### src/rtl/dram_page_pkg.sv
package dram_page_pkg;

  typedef enum logic [1:0] {
    ST_IDLE  = 2'd0,  // RAS high, precharge countdown
    ST_RCD   = 2'd1,  // RAS low, row on the pins
    ST_CASLO = 2'd2,  // CAS low, column on the pins
    ST_CASHI = 2'd3   // RAS low, CAS high, page open
  } seq_state_e;

  function automatic int ns2cyc(input int ns, input int clk_ns);
    return (ns + clk_ns - 1) / clk_ns;
  endfunction

  function automatic int imax(input int a, input int b);
    return (a > b) ? a : b;
  endfunction

endpackage

### src/rtl/dram_pg_age.sv
module dram_pg_age #(
  parameter int W = 8
) (
  input  logic         clk,
  input  logic         rst,
  input  logic         restart,
  output logic [W-1:0] age
);
  // Reads as the number of rising edges since the restart edge; saturates.
  always_ff @(posedge clk) begin
    if (rst)                 age <= '0;
    else if (restart)        age <= W'(1);
    else if (age != '1)      age <= age + W'(1);
  end
endmodule

### src/rtl/dram_pg_reqbuf.sv
module dram_pg_reqbuf #(
  parameter int ROW_W = 10,
  parameter int COL_W = 10,
  parameter int DQ_W  = 1
) (
  input  logic             clk,
  input  logic             rst,
  input  logic             load,
  input  logic [ROW_W-1:0] in_row,
  input  logic [COL_W-1:0] in_col,
  input  logic             in_wr,
  input  logic [DQ_W-1:0]  in_wd,
  input  logic             in_keep,
  output logic [ROW_W-1:0] q_row,
  output logic [COL_W-1:0] q_col,
  output logic             q_wr,
  output logic [DQ_W-1:0]  q_wd,
  output logic             q_keep
);
  always_ff @(posedge clk) begin
    if (rst) begin
      q_row  <= '0;
      q_col  <= '0;
      q_wr   <= 1'b0;
      q_wd   <= '0;
      q_keep <= 1'b0;
    end else if (load) begin
      q_row  <= in_row;
      q_col  <= in_col;
      q_wr   <= in_wr;
      q_wd   <= in_wd;
      q_keep <= in_keep;
    end
  end
endmodule

### src/rtl/dram_page_ctrl.sv
module dram_page_ctrl
  import dram_page_pkg::*;
#(
  parameter int CLK_NS        = 8,
  parameter int ROW_W         = 10,
  parameter int COL_W         = 10,
  parameter int DQ_W          = 1,
  parameter int A_W           = (ROW_W > COL_W) ? ROW_W : COL_W,
  parameter int T_RAH_NS      = 10,
  parameter int T_RCD_NS      = 20,
  parameter int T_RP_NS       = 40,
  parameter int T_RC_NS       = 110,
  parameter int T_RAS_NS      = 60,
  parameter int T_CAS_NS      = 15,
  parameter int T_CAH_NS      = 15,
  parameter int T_DH_NS       = 15,
  parameter int T_CP_NS       = 10,
  parameter int T_PC_NS       = 40,
  parameter int T_RAC_NS      = 60,
  parameter int T_CAC_NS      = 15,
  parameter int T_AA_NS       = 30,
  parameter int T_RASP_MAX_NS = 100000
) (
  input  logic                   clk,
  input  logic                   rst,
  input  logic                   req_valid,
  output logic                   req_ready,
  input  logic [ROW_W+COL_W-1:0] req_addr,
  input  logic                   req_write,
  input  logic [DQ_W-1:0]        req_wdata,
  input  logic                   req_burst,
  output logic                   rsp_valid,
  output logic [DQ_W-1:0]        rsp_rdata,
  output logic [A_W-1:0]         dram_a,
  output logic                   dram_ras_n,
  output logic                   dram_cas_n,
  output logic                   dram_we_n,
  output logic [DQ_W-1:0]        dram_di,
  input  logic [DQ_W-1:0]        dram_do
);
  // ---- cycle counts, rounded up ----
  localparam int N_RAH   = ns2cyc(T_RAH_NS, CLK_NS);
  localparam int N_RCD   = imax(ns2cyc(T_RCD_NS, CLK_NS), N_RAH);
  localparam int N_RP    = ns2cyc(T_RP_NS, CLK_NS);
  localparam int N_RC    = ns2cyc(T_RC_NS, CLK_NS);
  localparam int N_RAS   = ns2cyc(T_RAS_NS, CLK_NS);
  localparam int N_LOW   = imax(ns2cyc(T_CAS_NS, CLK_NS),
                                imax(ns2cyc(T_CAH_NS, CLK_NS), ns2cyc(T_DH_NS, CLK_NS)));
  localparam int N_LOR   = imax(N_LOW, imax(ns2cyc(T_CAC_NS, CLK_NS), ns2cyc(T_AA_NS, CLK_NS)));
  localparam int N_RAC   = ns2cyc(T_RAC_NS, CLK_NS);
  localparam int N_CP    = ns2cyc(T_CP_NS, CLK_NS);
  localparam int N_PC    = ns2cyc(T_PC_NS, CLK_NS);
  localparam int N_RASP  = T_RASP_MAX_NS / CLK_NS;
  localparam int N_GUARD = N_PC + N_CP + N_RAC + N_LOR + 2;
  localparam int N_LIM   = N_RASP - N_GUARD;
  localparam int AGE_W   = $clog2(N_RASP + 1) + 1;
  localparam int PRE_W   = $clog2(imax(N_RP, N_RC) + 1);

  localparam logic [AGE_W-1:0] A_RCD  = AGE_W'(N_RCD);
  localparam logic [AGE_W-1:0] A_RP   = AGE_W'(N_RP);
  localparam logic [AGE_W-1:0] A_RC   = AGE_W'(N_RC);
  localparam logic [AGE_W-1:0] A_RAS  = AGE_W'(N_RAS);
  localparam logic [AGE_W-1:0] A_LOW  = AGE_W'(N_LOW);
  localparam logic [AGE_W-1:0] A_LOR  = AGE_W'(N_LOR);
  localparam logic [AGE_W-1:0] A_RAC  = AGE_W'(N_RAC);
  localparam logic [AGE_W-1:0] A_CP   = AGE_W'(N_CP);
  localparam logic [AGE_W-1:0] A_PC   = AGE_W'(N_PC);
  localparam logic [AGE_W-1:0] A_LIM  = AGE_W'(N_LIM);
  localparam logic [AGE_W-1:0] A_RASP = AGE_W'(N_RASP);

  seq_state_e          state;
  logic [PRE_W-1:0]    pre_cnt;
  logic                pend;
  logic [AGE_W-1:0]    ras_age, cas_age, hi_age;
  logic [ROW_W-1:0]    q_row;
  logic [COL_W-1:0]    q_col;
  logic                q_wr, q_keep;
  logic [DQ_W-1:0]     q_wd;

  logic [ROW_W-1:0] in_row;
  logic [COL_W-1:0] in_col;
  assign in_row = req_addr[ROW_W+COL_W-1:COL_W];
  assign in_col = req_addr[COL_W-1:0];

  // ---- handshake and phase decisions ----
  logic ready_idle, ready_page, page_room, accept;
  logic start_row, go_cas, lo_done, page_hit, page_miss, close_now;
  logic [ROW_W-1:0] row_src;

  assign page_room  = q_keep && (ras_age < A_LIM);
  assign ready_idle = (state == ST_IDLE) && (pre_cnt == '0) && !pend;
  assign ready_page = (state == ST_CASHI) && page_room && !pend &&
                      (hi_age >= A_CP) && (cas_age >= A_PC);
  assign req_ready  = ready_idle || ready_page;
  assign accept     = req_valid && req_ready;

  assign start_row = (state == ST_IDLE) && (pre_cnt == '0) && (pend || req_valid);
  assign row_src   = pend ? q_row : in_row;
  assign go_cas    = (state == ST_RCD) && (ras_age >= A_RCD);
  assign lo_done   = (state == ST_CASLO) &&
                     (q_wr ? (cas_age >= A_LOW)
                           : ((cas_age >= A_LOR) && (ras_age >= A_RAC)));
  assign page_hit  = accept && (state == ST_CASHI) && (in_row == q_row);
  assign page_miss = accept && (state == ST_CASHI) && (in_row != q_row);
  assign close_now = (state == ST_CASHI) && !page_hit &&
                     (!page_room || pend || page_miss) && (ras_age >= A_RAS);

  // precharge length covers both the RAS-high minimum and the full cycle minimum
  logic [AGE_W-1:0] rc_rem, pre_sel;
  assign rc_rem  = (ras_age >= A_RC) ? '0 : (A_RC - ras_age);
  assign pre_sel = (rc_rem > A_RP) ? rc_rem : A_RP;

  dram_pg_reqbuf #(.ROW_W(ROW_W), .COL_W(COL_W), .DQ_W(DQ_W)) u_reqbuf (
    .clk(clk), .rst(rst), .load(accept),
    .in_row(in_row), .in_col(in_col), .in_wr(req_write), .in_wd(req_wdata),
    .in_keep(req_burst),
    .q_row(q_row), .q_col(q_col), .q_wr(q_wr), .q_wd(q_wd), .q_keep(q_keep)
  );

  dram_pg_age #(.W(AGE_W)) u_ras_age (
    .clk(clk), .rst(rst), .restart(start_row), .age(ras_age));
  dram_pg_age #(.W(AGE_W)) u_cas_age (
    .clk(clk), .rst(rst), .restart(go_cas || page_hit), .age(cas_age));
  dram_pg_age #(.W(AGE_W)) u_hi_age (
    .clk(clk), .rst(rst), .restart(lo_done), .age(hi_age));

  // ---- strobe sequencer, all pin outputs registered ----
  always_ff @(posedge clk) begin
    if (rst) begin
      state      <= ST_IDLE;
      pre_cnt    <= '0;
      pend       <= 1'b0;
      dram_ras_n <= 1'b1;
      dram_cas_n <= 1'b1;
      dram_we_n  <= 1'b1;
      dram_a     <= '0;
      dram_di    <= '0;
      rsp_valid  <= 1'b0;
      rsp_rdata  <= '0;
    end else begin
      rsp_valid <= 1'b0;
      if (pre_cnt != '0) pre_cnt <= pre_cnt - PRE_W'(1);
      unique case (state)
        ST_IDLE: if (start_row) begin
          dram_ras_n <= 1'b0;
          dram_a     <= A_W'(row_src);
          pend       <= 1'b0;
          state      <= ST_RCD;
        end
        ST_RCD: if (go_cas) begin
          dram_cas_n <= 1'b0;
          dram_a     <= A_W'(q_col);
          dram_we_n  <= ~q_wr;
          dram_di    <= q_wd;
          state      <= ST_CASLO;
        end
        ST_CASLO: if (lo_done) begin
          dram_cas_n <= 1'b1;
          dram_we_n  <= 1'b1;
          rsp_valid  <= 1'b1;
          rsp_rdata  <= q_wr ? '0 : dram_do;
          state      <= ST_CASHI;
        end
        ST_CASHI: begin
          if (page_miss) pend <= 1'b1;
          if (page_hit) begin
            dram_cas_n <= 1'b0;
            dram_a     <= A_W'(in_col);
            dram_we_n  <= ~req_write;
            dram_di    <= req_wdata;
            state      <= ST_CASLO;
          end else if (close_now) begin
            dram_ras_n <= 1'b1;
            pre_cnt    <= PRE_W'(pre_sel);
            state      <= ST_IDLE;
          end
        end
        default: state <= ST_IDLE;
      endcase
    end
  end

  // ---- protocol checks ----
  assert_ras_to_cas_R2: assert property (@(posedge clk) disable iff (rst)
    $fell(dram_cas_n) && $past(state) == ST_RCD |-> ras_age >= A_RCD + AGE_W'(1));

  assert_write_low_R3: assert property (@(posedge clk) disable iff (rst)
    $rose(dram_cas_n) && !$past(dram_we_n) |-> cas_age > A_LOW);

  assert_we_with_cas_R3: assert property (@(posedge clk) disable iff (rst)
    $fell(dram_we_n) |-> $fell(dram_cas_n));

  assert_read_sample_R4: assert property (@(posedge clk) disable iff (rst)
    $rose(dram_cas_n) && $past(dram_we_n) |-> cas_age > A_LOR && ras_age > A_RAC);

  assert_done_with_cas_R4: assert property (@(posedge clk) disable iff (rst)
    rsp_valid |-> $rose(dram_cas_n));

  assert_ras_min_R5: assert property (@(posedge clk) disable iff (rst)
    $rose(dram_ras_n) |-> $past(ras_age) >= A_RAS);

  assert_cas_precharge_R6: assert property (@(posedge clk) disable iff (rst)
    $fell(dram_cas_n) && $past(state) == ST_CASHI |-> hi_age > A_CP);

  assert_cas_high_at_ras_fall_R5: assert property (@(posedge clk) disable iff (rst)
    $fell(dram_ras_n) |-> dram_cas_n && $past(dram_cas_n));

  assert_ras_ceiling_R8: assert property (@(posedge clk) disable iff (rst)
    !dram_ras_n |-> ras_age <= A_RASP);

  assert_cas_inside_ras_R9: assert property (@(posedge clk) disable iff (rst)
    !dram_cas_n |-> !dram_ras_n && !req_ready);

endmodule

### config.mk
export PLATFORM = sky130hd
export DESIGN_NAME = dram_page_ctrl
export DESIGN_NICKNAME = d
export VERILOG_FILES = /design/src/rtl/dram_page_pkg.sv /design/src/rtl/dram_pg_age.sv /design/src/rtl/dram_pg_reqbuf.sv /design/src/rtl/dram_page_ctrl.sv
export SDC_FILE = /design/constraint.sdc
export NUM_CORES = 1
export LEC_CHECK = 0
export ABC_AREA = 0
export BUFFER_PORTS_ARGS = -buffer_cell sky130_fd_sc_hd__buf_2
export CAP_MARGIN = 0
export CORE_MARGIN = 4
export CORE_UTILIZATION = 64
export DETAILED_ROUTE_END_ITERATION = 7
export GPL_ROUTABILITY_DRIVEN = 1
export GPL_TIMING_DRIVEN = 0
export PLACE_DENSITY = 0.92
export SLEW_MARGIN = 25
export SYNTH_ARGS = -nofsm -noshare
export SYNTH_HDL_FRONTEND = slang
export SYNTH_SLANG_ARGS = --single-unit
### constraint.sdc
create_clock -name clk -period 7.2 [get_ports clk]
set_input_delay 2.16 -clock clk [delete_from_list [all_inputs] [get_ports clk]]
set_output_delay 2.16 -clock clk [all_outputs]
set_load 0.01 [all_outputs]
==> run_results.csv, run 1 <==
group,metric,value,unit
logic_synthesis,yosysUniqueCellTypes,57,
run_status,outcome,"completed",
logic_synthesis,synth_top_area_cell,"dfxtp_1",
global_routing,track_usage,28.0,%
power,totalPowerFinal,1520,uW
floorplan,rows,31,
min_path,hold_depth,1,
critical_path,cp_common_cell,"clkbuf_1",
drt,post-route-drc-count,0,
finish,final_common_cell,"dfxtp_1",
floorplan,initial_utilization,66.6,%
clock_network,clock-root-buffer,"clkbuf_8",
drt,wl,12600,um
timing,fin_skew,0.0157,ns
clock_network,cts_max_path_buffers,2,
critical_path,cp-start-kind,"flop",
drt,route.met2.wl,6110,um
finish,multi_input_area,2810,um2
critical_path,crit_type,"flop to output pin",
critical_path,cp_cell_sequence,"clkbuf_1, and4_1, clkbuf_1, a221oi_1, o211ai_1, o21a_1, clkinv_1, clkbuf_1, buf_2",
min_path,hold_class,"flop to flop",
timing,rsz0062_at_grt,"no",
drt,num_vias,4840,
floorplan,die_w,95.6,um
critical_path,r2r-start,"u_ras_age.age[2]",
logic_synthesis,synth_flop_cell,"dfxtp_1",
drt,top_layer_used,"met4",
logic_synthesis,ys_top_cells_by_area,"dfxtp_1 (37%), a21oi_1 (6.2%), nand3_1 (5.2%)",
drt,routed_via_density,6.28,
place,pre_cts_ws,2.25,ns
timing,fin_crit,5.43,ns
place,portBuffers,42,
logic_synthesis,synthesis.area,4910,um2
timing,hold_viol,0,
global_routing,antenna_found_initial,0,
critical_path,cp.required,5.04,ns
clock_network,cts_buffers,9,
timing,finalCritPeriodShare,75.5,%
finish,diodes,0,
logic_synthesis,syn_avg_cell_area,7.99,um2
clock_network,htreeDepth,3,
power,p_per_area,279,nW/um2
power,irDropWorstVdd,0.256,mV
drt,dr.pass1.iters,8,
clock_network,cts_hold_buffers,0,
logic_synthesis,synth_seq_cells,91,
global_routing,grt_overflow,0,
critical_path,cp.arrival,3.27,ns
clock_network,cts.sink_count,91,
critical_path,crit_path_top_delay_cell,"clkbuf_1",
timing,setup-violations-final,0,
critical_path,ff2ff_path_depth,9,
clock_network,cts_setup_buffers,0,
job,drv_cap,0,
finish,fill_cells,560,
logic_synthesis,yosysTopAreaCellShare,37.1,%
global_routing,grt_first_pass_wirelength,20600,um
floorplan,fp.dieArea,9130,um2
logic_synthesis,ys_seq_area_share,37.1,%
global_routing,grt_start_max_net_pins,19,
min_path,hp-start,"dram_cas_n",
critical_path,timing.rr.end,"dram_a[3]",
clock_network,cts-resized-gates,0,
timing,fin_ws,1.77,ns
drt,initialDrtViolationCount,348,
clock_network,clk_pin_slew,0.10,ns
critical_path,crit_path_end_kind,"output pin",
drt,wl_met1,5240,um
finish,drive_above_1_share,11.8,%
finish,fin_nets,703,
finish,regArea,1820,um2
min_path,min_to,"dram_cas_n",
timing,clock.fmax,0.184,GHz
floorplan,fp.dieH,95.6,um
floorplan,io_pins,44,
drt,wl_met3,866,um
critical_path,max_stage_delay,0.38,ns
clock_network,cts_tree,"built",
drt,wl_per_cell,16.3,um
place,gp_congestion,0.920,
timing,setup_tns,0,ns
finish,synthToLayoutAreaGrowth,11.1,%
drt,ant_nets,0,
place,dp_hpwl,8880,um
floorplan,core,7370,um2
clock_network,clk_latency,0.37,ns
power,leakagePower,0.00197,uW
place,post-place-cells,755,
timing,tightestPinTransition,0.760,ns
logic_synthesis,async_flop_share,0,%
finish,final_cell_count_no_fill,771,
critical_path,r2r_slack,4.15,ns
timing,relSlewSlack,48.8,%
critical_path,crit_fanout,10,
finish,final_cell_mix,"dfxtp_1 (91), nor2_1 (62), a21oi_1 (61)",
global_routing,grt_pass1_vias,4578,
logic_synthesis,syn-num-nets,650,
logic_synthesis,yosysWarnings,0,
logic_synthesis,synth-edff-count,0,
timing,final_max_slew_viol_count,0,
logic_synthesis,synthCells,614,
==> kinds of logic after synthesis <==
group	Yosys count	synth area share, %
xor+xnor	47	8.39
buf+inv	63	5.56
compound gates	153	18.9
flops	91	37.1
fa+ha+maj	9	2.29
mux	13	2.65
simple gates	238	25.1
==> synth_stat cells (all sizes together) (2+ instances only) <==
library cell	count
a2111oi	2
a211oi	13
a21o	4
a21oi	61
a31oi	5
a41oi	3
and2	5
and3	8
and4	5
buf	13
clkbuf	33
dfxtp	91
ha	9
inv	16
mux2i	13
nand2	27
nand2b	4
nand3	51
nand3b	2
nand4	18
nor2	63
nor2b	12
nor3	16
nor4	12
o211a	3
o211ai	2
o21a	2
o21ai	42
o22ai	3
o31ai	2
or2	5
or4	6
xnor2	29
xor2	18
==> power breakdown <==
| part | switching [uW] | internal (uW) | total (uW) |
|---|---|---|---|
| sequential | 52.8 | 575 | 628 |
| combinational | 333 | 185 | 518 |
| clock | 205 | 170 | 375 |
==> worst max-delay path by stage <==
stage | from | slack (ns) | end | depth (start not counted)
global placement | u_ras_age.age[2] | 2.33 | req_ready | 9
global route | u_ras_age.age[2] | 1.63 | req_ready | 9
floorplan | u_ras_age.age[2] | 2.99 | req_ready | 8
CTS | u_ras_age.age[2] | 1.85 | req_ready | 9
detailed placement | u_ras_age.age[2] | 2.25 | req_ready | 9
finish | u_ras_age.age[2] | 1.77 | req_ready | 9
==> stage by stage <==
step	instance area, um2	hold slack (ns)	utilization (%)
floorplan	4910	0.441	-
global placement	5240	0.430	71.1
detailed placement	5240	0.447	71.1
CTS	5460	0.469	74.0
global route	5460	0.485	74.0
finish	5460	0.472	74.0
==> routing by layer <==
metal  up-vias  global-route usage (%)
li1       2307                       -
met1      2257                    35.0
met2       234                    46.3
met3        42                    5.52
met4         0                    13.4
met5         -                       0
==> cell type report <==
class                           instances  area share [%]
Inverter                               17            1.17
Timing Repair Buffer                   42            3.85
Multi-Input combinational cell        460            51.6
Tap cell                               99            2.27
Buffer                                 46            3.83
Clock inverter                          7            1.63
Clock buffer                            9            2.27
Sequential cell                        91            33.4
==> worst max-delay path: cells and delay by family, from the launching register on <==
kind	cells	cell delay [ns]
AO/OA/AOI/OAI	3	0.84
flip-flops	1	0.32
buffers and inverters	5	1.51
AND/OR/NAND/NOR	1	0.24
==> sequential cells by signal (all words and copies together) (netlist names), 2 cells and up <==
register and cells:
dram_a 10, u_reqbuf.q_row 10, pre_cnt 4, u_cas_age.age 15
u_hi_age.age 15, state 2, u_reqbuf.q_col 10, u_ras_age.age 15
(Power assumes the default switching activity.)
==> run 2, diff against run 1 <==
--- a/config.mk
+++ b/config.mk
@@ -9,11 +9,11 @@
 export BUFFER_PORTS_ARGS = -buffer_cell sky130_fd_sc_hd__buf_2
 export CAP_MARGIN = 0
 export CORE_MARGIN = 4
-export CORE_UTILIZATION = 64
+export CORE_UTILIZATION = 54
 export DETAILED_ROUTE_END_ITERATION = 7
 export GPL_ROUTABILITY_DRIVEN = 1
 export GPL_TIMING_DRIVEN = 0
-export PLACE_DENSITY = 0.92
+export PLACE_DENSITY = 0.83
 export SLEW_MARGIN = 25
 export SYNTH_ARGS = -nofsm -noshare
 export SYNTH_HDL_FRONTEND = slang
==> constraint.sdc (replaced) <==
create_clock -name clk -period 4.8 [get_ports clk]
set_input_delay 1.44 -clock clk [delete_from_list [all_inputs] [get_ports clk]]
set_output_delay 1.44 -clock clk [all_outputs]
set_load 0.01 [all_outputs]
==> run 2 against run 1 <==
  * Worst hold slack worse by 0.012 ns
  * Register-to-register slack worse by 2.3 ns
  * Sequential share of layout area down 0.17 points
  * Worst setup slack got worse by 1.5 ns
  * Sequential power grew 50%
  * Highest routed layer unchanged
==> run_results.csv, run 2 (same netlist as run 1, synthesis figures left out) <==
group,metric,value,unit
timing,relSlewSlack,51.2,%
finish,regArea,1820,um2
finish,final_common_cell,"dfxtp_1",
critical_path,cp.arrival,3.12,ns
power,leakagePower,0.00197,uW
place,dp_hpwl,8920,um
clock_network,cts_setup_buffers,0,
timing,setup_tns,0,ns
drt,ant_nets,0,
run_status,outcome,"completed",
drt,initialDrtViolationCount,307,
drt,dr.pass1.iters,6,
clock_network,cts-resized-gates,0,
clock_network,cts_max_path_buffers,2,
finish,synthToLayoutAreaGrowth,11.7,%
finish,fill_cells,762,
finish,drive_above_1_share,11.8,%
timing,hold_viol,0,
drt,wl,12400,um
power,p_per_area,422,nW/um2
drt,num_vias,4760,
global_routing,track_usage,23.8,%
global_routing,grt_start_max_net_pins,17,
finish,fin_util,62.6,%
job,drv_cap,0,
critical_path,crit_type,"flop to output pin",
timing,fin_ws,0.238,ns
clock_network,cts_hold_buffers,0,
critical_path,cp-start-kind,"flop",
timing,fin_crit,4.56,ns
drt,post-route-drc-count,0,
drt,routed_via_density,6.11,
clock_network,htreeDepth,3,
floorplan,core,8760,um2
clock_network,cts_tree,"built",
timing,clock.fmax,0.219,GHz
floorplan,fp.dieArea,10700,um2
floorplan,fp.dieH,103,um
timing,setup-violations-final,0,
critical_path,cp.required,3.36,ns
global_routing,grt_pass1_vias,4397,
finish,largestRegisters,"u_cas_age.age x15, u_hi_age.age x15, u_ras_age.age x15",
finish,final_cell_mix,"dfxtp_1 (91), nor2_1 (62), a21oi_1 (61)",
drt,wl_per_cell,15.9,um
global_routing,grt_overflow,0,
timing,rsz0062_at_grt,"no",
finish,fin_nets,702,
floorplan,initial_utilization,56.0,%
min_path,hold_class,"flop to flop",
critical_path,crit_path_end_kind,"output pin",
global_routing,antenna_found_initial,0,
finish,diodes,0,
clock_network,cts.sink_count,91,
floorplan,io_pins,44,
place,pre_cts_ws,0.576,ns
floorplan,rows,34,
place,portBuffers,42,
clock_network,clk_latency,0.36,ns
finish,multi_input_area,2810,um2
critical_path,crit_fanout,10,
global_routing,grt_first_pass_wirelength,20400,um
clock_network,cts_buffers,9,
timing,tightestPinTransition,0.724,ns
clock_network,clock-root-buffer,"clkbuf_8",
timing,finalCritPeriodShare,95.0,%
timing,final_max_slew_viol_count,0,
place,gp_congestion,0.942,
power,irDropWorstVdd,0.356,mV
timing,fin_skew,0.0145,ns
floorplan,die_w,103,um
clock_network,clk_pin_slew,0.10,ns
[run 2: changes by cell type in the layout (fill, tap and decap cells not counted)]
cell,change
inv_6,-1
bufinv_16,+1
clkinvlp_4,+1
inv_8,-2
clkbuf_8,+1
clkbuf_1,-1
[run 2: metrics by stage]
step	instance area [um2]	cells	total power, uW	hold slack (ns)
after global routing	5480	779	2440	0.492
after floorplan	4910	614	1480	0.441
final	5480	779	2310	0.461
after CTS	5490	780	2300	0.465
after detailed placement	5250	764	1700	0.442
after global placement	5250	764	1670	0.437
[run 2: critical path: stages, from the launching register on]
cell and delay (ns):
dfxtp_1 0.32, clkbuf_1 0.30, and4_1 0.50, a221oi_1 0.18, o211ai_1 0.35, o21a_1 0.32, clkinv_1 0.25, clkbuf_1 0.32
buf_2 0.23
[run 2: final timing paths]
check	slack, ns	endpoint	cells after the start	start
setup / recovery	0.24	req_ready	8	u_ras_age.age[2]
hold / removal	0.46	dram_cas_n	1	dram_cas_n
setup reg to reg	1.81	dram_a[5]	8	u_ras_age.age[8]
hold reg to reg	0.46	dram_cas_n	1	dram_cas_n
[run 2: per-layer routing]
metal / vias to the layer above / global-route usage (%) / routed length, um
met5: - / 0 / 0
met4: 0 / 10.8 / 344
met3: 32 / 4.09 / 832
met2: 188 / 38.3 / 5870
met1: 2238 / 31.1 / 5340
li1: 2302 / - / -
[run 2: power by group]
group | total [uW] | leakage (uW) | internal (uW) | switching (uW)
sequential | 940 | 0.000739 | 862 | 77.9
clock | 601 | 0.000111 | 313 | 288
combinational | 773 | 0.00112 | 278 | 495
[run 2: cell type report]
class / instances / area share, %
Buffer: 45 / 3.74
Clock buffer: 10 / 2.51
Clock inverter: 6 / 1.73
Inverter: 17 / 1.16
Multi-Input combinational cell: 460 / 51.3
Sequential cell: 91 / 33.2
Tap cell: 108 / 2.46
Timing Repair Buffer: 42 / 3.83
